[src/rtl/mbus_pkg.sv]
package mbus_pkg;

  typedef enum logic [2:0] {
    ST_IDLE,
    ST_ARB,
    ST_ADDR,
    ST_AHOLD,
    ST_DATA,
    ST_DWAIT,
    ST_FIN
  } busState_e;

  // strobes from control to datapath
  typedef struct packed {
    logic load;       // latch the core request
    logic capture;    // sample read data
    logic driveAddr;  // put address on the bus
    logic driveData;  // put write data on the bus
  } dpCtl_t;

endpackage

[src/rtl/mbus_ctrl.sv]
module mbus_ctrl
  import mbus_pkg::*;
(
  input  logic   clk,
  input  logic   rstN,
  input  logic   reqValid,
  input  logic   busGntN,
  input  logic   busyIn,
  input  logic   lockIn,
  input  logic   rdyA,
  input  logic   rdyD,
  input  logic   curWrite,
  input  logic   curLock,
  output dpCtl_t dpCtl,
  output logic   busReqN,
  output logic   busyOut,
  output logic   busyOe,
  output logic   lockOut,
  output logic   lockOe,
  output logic   adStrb,
  output logic   dStrbN,
  output logic   strbOe,
  output logic   statOe,
  output logic   done
);

  busState_e state, nextState;
  logic lockHeld;
  logic acquire, inCycle, owned, inData;

  assign acquire = !busGntN && busyIn && lockIn;
  assign inData  = (state == ST_DATA) || (state == ST_DWAIT);
  assign inCycle = (state == ST_ADDR) || (state == ST_AHOLD) || inData;
  assign owned   = inCycle || (state == ST_FIN);

  always_comb begin
    nextState = state;
    unique case (state)
      ST_IDLE:  if (reqValid) nextState = lockHeld ? ST_ADDR : ST_ARB;
      ST_ARB:   if (acquire) nextState = ST_ADDR;
      ST_ADDR:  nextState = ST_AHOLD;
      ST_AHOLD: if (rdyA) nextState = ST_DATA;
      ST_DATA:  nextState = rdyD ? ST_FIN : ST_DWAIT;
      ST_DWAIT: if (rdyD) nextState = ST_FIN;
      ST_FIN:   nextState = ST_IDLE;
      default:  nextState = ST_IDLE;
    endcase
  end

  always_ff @(posedge clk or negedge rstN) begin
    if (!rstN) begin
      state    <= ST_IDLE;
      lockHeld <= 1'b0;
    end else begin
      state <= nextState;
      if (state == ST_FIN) lockHeld <= curLock;
    end
  end

  always_comb begin
    dpCtl.load      = ((state == ST_IDLE) && reqValid && lockHeld) ||
                      ((state == ST_ARB) && acquire);
    dpCtl.capture   = inData && rdyD && !curWrite;
    dpCtl.driveAddr = (state == ST_ADDR) || (state == ST_AHOLD);
    dpCtl.driveData = inData && curWrite;
  end

  assign busReqN = (state != ST_ARB);
  assign busyOut = !inCycle;
  assign busyOe  = owned;
  assign lockOut = !(inCycle || ((state == ST_FIN) && curLock) || lockHeld);
  assign lockOe  = owned || lockHeld;
  assign adStrb  = (state == ST_ADDR);
  assign dStrbN  = !inData;
  assign strbOe  = owned;
  assign statOe  = owned;
  assign done    = (state == ST_FIN);

endmodule

[src/rtl/mbus_dpath.sv]
module mbus_dpath
  import mbus_pkg::*;
#(
  parameter int W = 16
) (
  input  logic         clk,
  input  logic         rstN,
  input  dpCtl_t       dpCtl,
  input  logic         reqWrite,
  input  logic         reqMem,
  input  logic         reqData,
  input  logic         reqLock,
  input  logic [W-1:0] reqAddr,
  input  logic [W-1:0] reqWdata,
  input  logic [W-1:0] ibIn,
  output logic [W-1:0] ibOut,
  output logic         ibOe,
  output logic [W-1:0] rdata,
  output logic         curWrite,
  output logic         curLock,
  output logic         rdWr,
  output logic         memIo,
  output logic         datInst
);

  logic [W-1:0] curAddr, curWdata;
  logic curMem, curData;

  always_ff @(posedge clk or negedge rstN) begin
    if (!rstN) begin
      curAddr  <= '0;
      curWdata <= '0;
      curWrite <= 1'b0;
      curMem   <= 1'b0;
      curData  <= 1'b0;
      curLock  <= 1'b0;
    end else if (dpCtl.load) begin
      curAddr  <= reqAddr;
      curWdata <= reqWdata;
      curWrite <= reqWrite;
      curMem   <= reqMem;
      curData  <= reqData;
      curLock  <= reqLock;
    end
  end

  always_ff @(posedge clk or negedge rstN) begin
    if (!rstN)              rdata <= '0;
    else if (dpCtl.capture) rdata <= ibIn;
  end

  assign ibOut   = dpCtl.driveAddr ? curAddr : curWdata;
  assign ibOe    = dpCtl.driveAddr || dpCtl.driveData;
  assign rdWr    = !curWrite;
  assign memIo   = curMem;
  assign datInst = curData;

endmodule

[src/rtl/mbus_master.sv]
module mbus_master
  import mbus_pkg::*;
#(
  parameter int W = 16
) (
  input  logic         clk,
  input  logic         rstN,
  input  logic         reqValid,
  input  logic         reqWrite,
  input  logic         reqMem,
  input  logic         reqData,
  input  logic         reqLock,
  input  logic [W-1:0] reqAddr,
  input  logic [W-1:0] reqWdata,
  output logic         done,
  output logic [W-1:0] rdata,
  output logic         busReqN,
  input  logic         busGntN,
  input  logic         busyIn,
  output logic         busyOut,
  output logic         busyOe,
  input  logic         lockIn,
  output logic         lockOut,
  output logic         lockOe,
  output logic         adStrb,
  output logic         dStrbN,
  output logic         strbOe,
  input  logic         rdyA,
  input  logic         rdyD,
  input  logic [W-1:0] ibIn,
  output logic [W-1:0] ibOut,
  output logic         ibOe,
  output logic         rdWr,
  output logic         memIo,
  output logic         datInst,
  output logic         statOe
);

  dpCtl_t dpCtl;
  logic curWrite, curLock;

  mbus_ctrl u_ctrl (
    .clk(clk), .rstN(rstN), .reqValid(reqValid),
    .busGntN(busGntN), .busyIn(busyIn), .lockIn(lockIn),
    .rdyA(rdyA), .rdyD(rdyD), .curWrite(curWrite), .curLock(curLock),
    .dpCtl(dpCtl), .busReqN(busReqN), .busyOut(busyOut), .busyOe(busyOe),
    .lockOut(lockOut), .lockOe(lockOe), .adStrb(adStrb), .dStrbN(dStrbN),
    .strbOe(strbOe), .statOe(statOe), .done(done)
  );

  mbus_dpath #(.W(W)) u_dpath (
    .clk(clk), .rstN(rstN), .dpCtl(dpCtl),
    .reqWrite(reqWrite), .reqMem(reqMem), .reqData(reqData), .reqLock(reqLock),
    .reqAddr(reqAddr), .reqWdata(reqWdata), .ibIn(ibIn),
    .ibOut(ibOut), .ibOe(ibOe), .rdata(rdata),
    .curWrite(curWrite), .curLock(curLock),
    .rdWr(rdWr), .memIo(memIo), .datInst(datInst)
  );

endmodule

[config.mk]
export PLATFORM = sky130hd
export DESIGN_NAME = mbus_master
export DESIGN_NICKNAME = d
export VERILOG_FILES = /design/src/rtl/mbus_pkg.sv /design/src/rtl/mbus_ctrl.sv /design/src/rtl/mbus_dpath.sv /design/src/rtl/mbus_master.sv
export SDC_FILE = /design/constraint.sdc
export NUM_CORES = 1
export LEC_CHECK = 0
export BUFFER_PORTS_ARGS = -buffer_cell sky130_fd_sc_hd__buf_2
export CORE_ASPECT_RATIO = 1.5
export CORE_MARGIN = 1
export CORE_UTILIZATION = 49
export DETAILED_ROUTE_END_ITERATION = 8
export HOLD_SLACK_MARGIN = 0.1
export PLACE_DENSITY_LB_ADDON = 0.25
export SKIP_LAST_GASP = 1
export SLEW_MARGIN = 40
export SYNTH_ARGS = -nofsm -noshare
export SYNTH_HDL_FRONTEND = slang
export SYNTH_SLANG_ARGS = --single-unit
[constraint.sdc]
create_clock -name clk -period 2.15 [get_ports clk]
set_input_delay 0.43 -clock clk [delete_from_list [all_inputs] [get_ports clk]]
set_output_delay 0.43 -clock clk [all_outputs]
set_load 0.05 [all_outputs]
# == Yosys cells after proc, flatten, opt, wreduce, memory -nomap -nowiden ==
# Cells that the tools add are included.
# op_classes
eq_ne,11
n_mux,8
reduce_logical,25
# op_table
cell,count
$pmux W3 S6,1
$mux W16,1
$mux W3,4
$eq A3 B3 Y1 const B,3
$logic_and A1 B1 Y1,9
$logic_or A1 B1 Y1,9
$eq A3 B2 Y1 const B,2
$ne A2 B2 Y1 const B,3
$logic_not A1 Y1,5
$mux W2,2
$reduce_and A4 Y1,1
$eq A3 B1 Y1 const B,1
$logic_not A3 Y1,1
$ne A3 B1 Y1 const B,1
$ne A2 B1 Y1 const B,1
# totals
register_bits,56
in_bits,60
out_inout_bits,46

# == Longest topological paths before layout ==
# Gate-level depths: netlist of run 1.
# depth
word_depth,6
ltp_mapped,6
ltp_nobuf,3

# == Modules after synthesis ==
# Synthesis of run 1 repeated with hierarchy kept, for this count alone.
# unflattened
hier_cells,182
hier_area_um2,2831.5
# modules_own_cells
module,n_inst,cells_per_inst,area_per_inst_um2,seq_area_each_um2
mbus_dpath,1,130,2377.3,1301.2
mbus_ctrl,1,52,454.2,100.1

# == Worst setup path before layout of run 1 ==
# No wires, ideal clock.
# synth_timing
path_kind,register -> output
startpoint,register u_ctrl.state[1]
endpoint,output port lockOut
arrival_time_ps,3435
required_ps,1720
path_slack_ps,-1715
stages_incl_launch_ff,4
n_path_buf,1
cell_sequence,dfrtp_1 buf_4 and3b_1 a2111oi_0
# synth_between
elab_cells_between_ends,12
classes_between,eq/ne: 5; reduce/logical: 7
# synth_lines
element,line_no,rtl
start: declaration,mbus_ctrl.sv:27,"busState_e state, nextState;"
start signal: assignment,mbus_ctrl.sv:55,state <= nextState;
$eq A3 B3 Y1,-,
named net done,mbus_master.sv:15,"output logic done,"
$logic_and A1 B1 Y1,mbus_ctrl.sv:71,assign lockOut = !(inCycle || ((state == ST_FIN) && curLock) || lockHeld);
$logic_or A1 B1 Y1 (2 in series),mbus_ctrl.sv:71,
$logic_not A1 Y1,mbus_ctrl.sv:71,
end: declaration,mbus_master.sv:23,"output logic lockOut,"
# The timed path passes the listed nets, and every way through them passes these cells.

# == Worst setup path in the final report of run 1 ==
# layout_timing
startpoint,register u_ctrl.state[2]
endpoint,output port lockOe
# layout_between
elab_chain_len,5
elab_cells_between_ends,10
classes_between,eq/ne: 5; reduce/logical: 5
# layout_rtl
element,line_no,rtl
$eq A3 B2 Y1 or $eq A3 B3 Y1 (tied branches),"mbus_ctrl.sv:33, mbus_ctrl.sv:32",
$logic_or A1 B1 Y1 (on tied branches),"mbus_ctrl.sv:33, mbus_ctrl.sv:32",
$logic_or A1 B1 Y1,mbus_ctrl.sv:33,assign inCycle = (state == ST_ADDR) || (state == ST_AHOLD) || inData;
$logic_or A1 B1 Y1 *,mbus_ctrl.sv:34,assign owned = inCycle || (state == ST_FIN);
$logic_or A1 B1 Y1 *,mbus_ctrl.sv:72,assign lockOe = owned || lockHeld;
end: declaration,mbus_master.sv:24,"output logic lockOe,"
# Every way passes the cells marked *; elsewhere a longest branch is shown, timed or not.

==> results of run 1 <==
layout by cell type, fill, tap and decap left out, types with 2 or more instances in the layout:
| cell | instances |
|---|---|
| buf_4 | 13 |
| clkinvlp_4 | 2 |
| mux2_2 | 13 |
| buf_2 | 103 |
| buf_12 | 2 |
| clkbuf_8 | 6 |
| inv_1 | 4 |
| buf_6 | 2 |
| nor2_1 | 4 |
| nand2b_1 | 3 |
| dfrtp_1 | 56 |
| mux2_4 | 40 |
| nand2_1 | 50 |
critical path, stage by stage (launching register included):
cell and delay [ns]:
dfrtp_1 0.42, buf_6 0.13, nor2b_4 0.13, or3_4 0.37, or2_4 0.24, buf_8 0.15
logic make-up (layout without fill, tap and decap cells):
group | count (synthesis) | in the layout | share of synthesized area
compound gates | 9 | 9 | 0.0248
buf+inv | 19 | 133 | 0.0667
flops | 56 | 56 | 0.515
mux | 53 | 53 | 0.274
simple gates | 69 | 69 | 0.119
flip-flops by register name, indices dropped and copies added, names as in the netlist:
| register | count |
|---|---|
| u_dpath.curAddr | 16 |
| u_dpath.curWrite | 1 |
| u_ctrl.state | 3 |
| u_dpath.curWdata | 16 |
| u_dpath.curLock | 1 |
| u_dpath.datInst | 1 |
| u_dpath.memIo | 1 |
| u_ctrl.lockHeld | 1 |
| u_dpath.rdata | 16 |
metrics by stage:
stage                     setup slack, ns  utilization
after floorplan                    0.0137            -
after global placement              0.266        0.630
after detailed placement            0.244        0.630
after CTS                        -0.00633        0.654
after global routing              -0.0578        0.661
final                             -0.0142        0.661
how the worst max path moves through the flow:
stage                     endpoint
after floorplan               ibOe
after global placement      lockOe
after detailed placement    lockOe
after CTS                   lockOe
after global routing        lockOe
final                       lockOe
area by class of cell:
type,count,area share
sequential,56,0.404
multi-input combinational,131,0.339
timing repair buffer,121,0.199
tap,68,0.0246
clock buffer,6,0.0238
clock inverter,2,0.00433
inverter,4,0.00433
repair_timing:
| item | in CTS | in global routing |
|---|---|---|
| resized for setup | 3 | 3 |
| pin swaps | 1 | 3 |
| setup buffers | 3 | 3 |
| endpoints found under the setup margin | 1 | 2 |
metal layers:
| metal | vias up | track usage |
|---|---|---|
| li1 | 907 | - |
| met1 | 919 | 0.243 |
| met2 | 68 | 0.327 |
| met3 | 4 | 0.0415 |
| met4 | 0 | 0.0640 |
| met5 | - | 0 |
==> impl_metrics.csv, run 1 <==
group,metric,value,unit
place,io_buffers,105,
logic_synthesis,yosysMostFrequentCell,"dfrtp_1",
clocking,clock_sinks,56,
sta,hold_viol_final,0,
finish,seqCellArea,1400,sq um
logic_synthesis,yosysWarnings,0,
clocking,clock_latency,0.30,ns
logic_synthesis,syn_area,2720,sq um
logic_synthesis,ys_types,31,
logic_synthesis,synth_top_area_frac,0.515,
sta,skew,0.00762,ns
logic_synthesis,synthArstFlopShare,1.00,
clocking,cts_hold_buffers,0,
place,dp_cells,374,
worst_setup_path,r2r_slack,0.36,ns
logic_synthesis,synth-main-ff-cell,"dfrtp_1",
run_status,violations,"setup timing",
clocking,clock_path_buffers,2,
sta,fin_hold_ws,0.119,ns
finish,stdcell_area,3460,sq um
worst_setup_path,critPathMaxFanout,4,
finish,instances_no_fill,388,
worst_setup_path,reg2reg_from,"u_ctrl.state[0]",
routing,antenna_left,0,
logic_synthesis,synth_edf_count,0,
routing,route.met3.wl,264,um
logic_synthesis,synth.top_cells.by_count,"dfrtp_1 (56), nand2_1 (50), mux2_4 (40)",
sta,setup_viol,1,
global_route,grt.overflow.total,0,
sta,worst_slack,-0.0142,ns
floorplanning,dieArea,5860,sq um
floorplanning,start_util,0.519,
global_route,grt_pass1_vias,1844,
routing,drt_wl_total,5420,um
finish,layout.nets,379,
worst_setup_path,worstPathRequired,1.72,ns
routing,met1Wirelength,2330,um
logic_synthesis,synth.avg_cell_area,13.2,sq um
clocking,cts.clk_slew.worst_paths,0.10,ns
global_route,groute.usage.overall,0.193,
routing,route.detailed.drc,0,
finish,diodes,0,
routing,top_layer,"met4",
floorplanning,ios,106,
worst_setup_path,setup.worst_path.class,"flop to output pin",
logic_synthesis,yosysSeqAreaShare,0.515,
place,dpl-instance-area,3300,sq um
global_route,grt_start_max_net_pins,33,
logic_synthesis,synthCells,206,
place,gp_congestion,0.793,
clocking,htreeDepth,2,
run,cap_violations,0,
finish,nFillCells,436,
worst_setup_path,cp-start-kind,"flop",
finish,drive_gt1_frac,0.597,
sta,rsz0062_at_grt,"true",
worst_setup_path,reg2reg_depth,5,
hold_path,hp-class,"input pin to asynchronous set/reset pin",
finish,area_growth,27.3,%
sta,timing.final.crit_share,1.01,
routing,dr_total_vias,1898,
floorplanning,rows,32,
global_route,grt_pass1_wl,8650,um
logic_synthesis,synth_fp_nets,266,
run_status,status,"finished, violations left",
sta,worst_pin_slew,0.584,ns
logic_synthesis,synth.area.top_cells,"dfrtp_1 (51%), mux2_4 (22%), nand2_1 (6.9%)",
finish,multi_input_area,1170,sq um
clocking,cts_tree,"built",
floorplanning,fp.dieW,62.9,um
routing,wire_per_inst,14.0,um
floorplanning,core_region_area,5250,sq um
worst_setup_path,startpoint,"u_ctrl.state[2]",
sta,timing.fmax,462,MHz
worst_setup_path,timing.rr.end,"u_dpath.curAddr[6]",
sta,final.setup.tns,-0.0142,ns
logic_synthesis,yosys.area.top_type,"dfrtp_1",
sta,relSlewSlack,0.611,
routing,dr_wl_met2,2780,um
routing,drtPass1Iterations,4,
clocking,numCtsBuffers,5,
clocking,root_buffer,"clkbuf_8",
routing,drtIter0Drc,36,
worst_setup_path,cp.arrival,1.73,ns
sta,period_minus_slack,2.16,ns
routing,viasPerCell,4.89,
floorplanning,die-height,93.3,um
place,dp_hpwl,3970,um
worst_setup_path,endpoint_kind,"output pin",
logic_synthesis,ys_ff_latch,56,
sta,slew_violations,0,
global_route,grt_antenna_before_repair,0,
Power of run 1 is not shown: default switching activity piles up to over one toggle a cycle in this logic, so the estimate is an artifact.
==> run 2, diff against run 1 <==
Settings changed: CORE_UTILIZATION 49 to 50, CTS_BUF_LIST set to sky130_fd_sc_hd__clkbuf_2.
==> run 2 against run 1 <==
  * The flow still finishes with violations (setup timing)
  * Flip-flop and latch count stayed put
  * Clock skew grew 0.014 ns
  * Worst hold slack improved by 0.066 ns
  * Wire length increased by 3.1%
  * Utilization is 2.0 points higher
  * Final area grew 2.3%
  * Register-to-register slack about the same
  * Via count barely moved
  * Non-clock buffer count unchanged
  * Die area shrank 2.0%
  * Critical path type unchanged
==> impl_metrics.csv, run 2 (same netlist as run 1, synthesis figures left out) <==
group,metric,value,unit
sta,hold_viol_final,0,
sta,period_minus_slack,2.30,ns
sta,worst_pin_slew,0.606,ns
global_route,grt_pass1_vias,1913,
worst_setup_path,worstPathRequired,1.72,ns
worst_setup_path,cp.arrival,1.87,ns
clocking,cts.clk_slew.worst_paths,0.28,ns
worst_setup_path,crit_buf_inv,1,
global_route,grt_antenna_before_repair,0,
routing,wire_per_inst,14.4,um
worst_setup_path,critPathTopFamily,"simple AND/OR/NAND/NOR gates",
floorplanning,core_region_area,5200,sq um
global_route,grt_start_max_net_pins,37,
clocking,clock_sinks,56,
finish,layout_common_cells,"buf_2 (82), dfrtp_1 (56), nand2_1 (50), mux2_4 (40), buf_4 (25)",
finish,layout.nets,379,
finish,mostFrequentLayoutCell,"buf_2",
worst_setup_path,timing.rr.end,"u_dpath.curAddr[0]",
floorplanning,rows,32,
sta,setup_viol,16,
floorplanning,fp.dieW,62.2,um
worst_setup_path,critPathMaxFanout,3,
worst_setup_path,reg2reg_from,"u_ctrl.state[2]",
routing,viasPerCell,4.89,
floorplanning,ios,106,
worst_setup_path,reg2reg_depth,6,
worst_setup_path,r2r_slack,0.36,ns
worst_setup_path,worst_path_max_delay_cell,"dfrtp_1",
sta,rsz0062_at_grt,"true",
worst_setup_path,crit_end,"lockOe",
worst_setup_path,crit_chain,"and3b_2, or3_4, or2_4, buf_8",
routing,route.detailed.drc,0,
place,gp_congestion,0.792,
worst_setup_path,setup.worst_path.class,"flop to output pin",
sta,skew,0.0216,ns
place,io_buffers,105,
place,dp_hpwl,3760,um
finish,area_growth,30.2,%
sta,final.setup.tns,-0.946,ns
worst_setup_path,slowest_delay,0.46,ns
worst_setup_path,cp.depth,4,
clocking,numCtsBuffers,5,
sta,relSlewSlack,0.596,
run_status,status,"finished, violations left",
clocking,cts_tree,"built",
finish,diodes,0,
global_route,grt.overflow.total,0,
floorplanning,dieArea,5750,sq um
routing,antenna_left,0,
hold_path,hold_path_depth,2,
routing,drt_wl_total,5590,um
hold_path,hp-class,"input pin to flop",
global_route,grt_pass1_wl,8710,um
clocking,root_buffer,"clkbuf_2",
clocking,clock_latency,0.44,ns
worst_setup_path,cp-start-kind,"flop",
sta,slew_violations,0,
finish,reg.largest.list,"u_dpath.curAddr (16), u_dpath.curWdata (16), u_dpath.rdata (16)",
finish,drive_gt1_frac,0.600,
worst_setup_path,endpoint_kind,"output pin",
routing,drtPass1Iterations,4,
run_status,violations,"setup timing",
sta,worst_slack,-0.146,ns
routing,dr_total_vias,1899,
worst_setup_path,startpoint,"u_ctrl.state[2]",
run,cap_violations,0,
floorplanning,die-height,92.4,um
clocking,htreeDepth,2,
floorplanning,start_util,0.523,
global_route,groute.usage.overall,0.196,
clocking,clock_path_buffers,2,
sta,timing.final.crit_share,1.07,
routing,drtIter0Drc,36,
sta,timing.fmax,435,MHz
-- run 2: changes by cell type in the layout (fill, tap and decap cells not counted), moves of 3 or more --
cell,delta
clkbuf_2,+5
buf_2,-21
buf_4,+12
clkbuf_8,-6
buf_8,+3
buf_6,+3
-- run 2: worst register-to-register path, delay by kind of cell (launching register included) --
family          cells  cell delay [ns]
compound gates      1             0.21
buf+inv             3             0.53
flops               1             0.46
mux                 1             0.40
simple gates        1             0.14
-- run 2: layout make-up --
type | instances | area, sq um
multi-input cells | 131 | 1180
clock buffers | 5 | 25.0
inverters | 4 | 15.0
repair buffers | 121 | 810
flip-flops and latches | 56 | 1400
fillers | 417 | 1660
clock inverters | 3 | 22.5
well taps | 68 | 85.1
-- run 2: what timing repair did --
| action | 4_1_cts | 5_1_grt |
|---|---|---|
| gates resized for setup | 26 | 21 |
| setup buffers | 4 | 1 |
| hold buffers | 1 | 0 |
| gates cloned | 0 | 2 |
| pin swaps | 2 | 1 |
| endpoints found under the setup margin | 23 | 24 |
| endpoints found under the hold margin | 25 | 0 |
-- run 2: worst min path at each step --
stage | slack, ns | end | startpoint
6_report | 0.18 | u_dpath.curLock | reqLock
5_1_grt | 0.14 | u_dpath.rdata[5] | ibIn[5]
4_1_cts | 0.16 | u_dpath.curAddr[6] | reqAddr[6]
3_5_place_dp | 0.47 | u_dpath.rdata[13] | rstN
3_3_place_gp | 0.48 | u_dpath.rdata[13] | rstN
2_1_floorplan | 0.13 | u_ctrl.lockHeld | rstN
-- run 2: metrics by stage --
| step | cell area (sq um) | worst slack (ns) | hold WS, ns | utilization | std cells |
|---|---|---|---|---|---|
| 2_1_floorplan | 2740 | 0.0137 | 0.134 | - | 206 |
| 3_3_place_gp | 3290 | 0.232 | 0.481 | 0.631 | 372 |
| 3_5_place_dp | 3290 | 0.216 | 0.473 | 0.631 | 372 |
| 4_1_cts | 3450 | -0.193 | 0.157 | 0.662 | 385 |
| 5_1_grt | 3540 | -0.234 | 0.135 | 0.681 | 388 |
| 6_report | 3540 | -0.146 | 0.184 | 0.681 | 388 |
-- run 2: layer usage --
| metal | vias up | GRT usage | routed length (um) |
|---|---|---|---|
| met4 | 0 | 0.0736 | 79 |
| li1 | 912 | - | - |
| met1 | 906 | 0.246 | 2430 |
| met5 | - | 0 | 0 |
| met3 | 8 | 0.0345 | 270 |
| met2 | 73 | 0.338 | 2800 |
Power of run 2 is left out for the same reason.
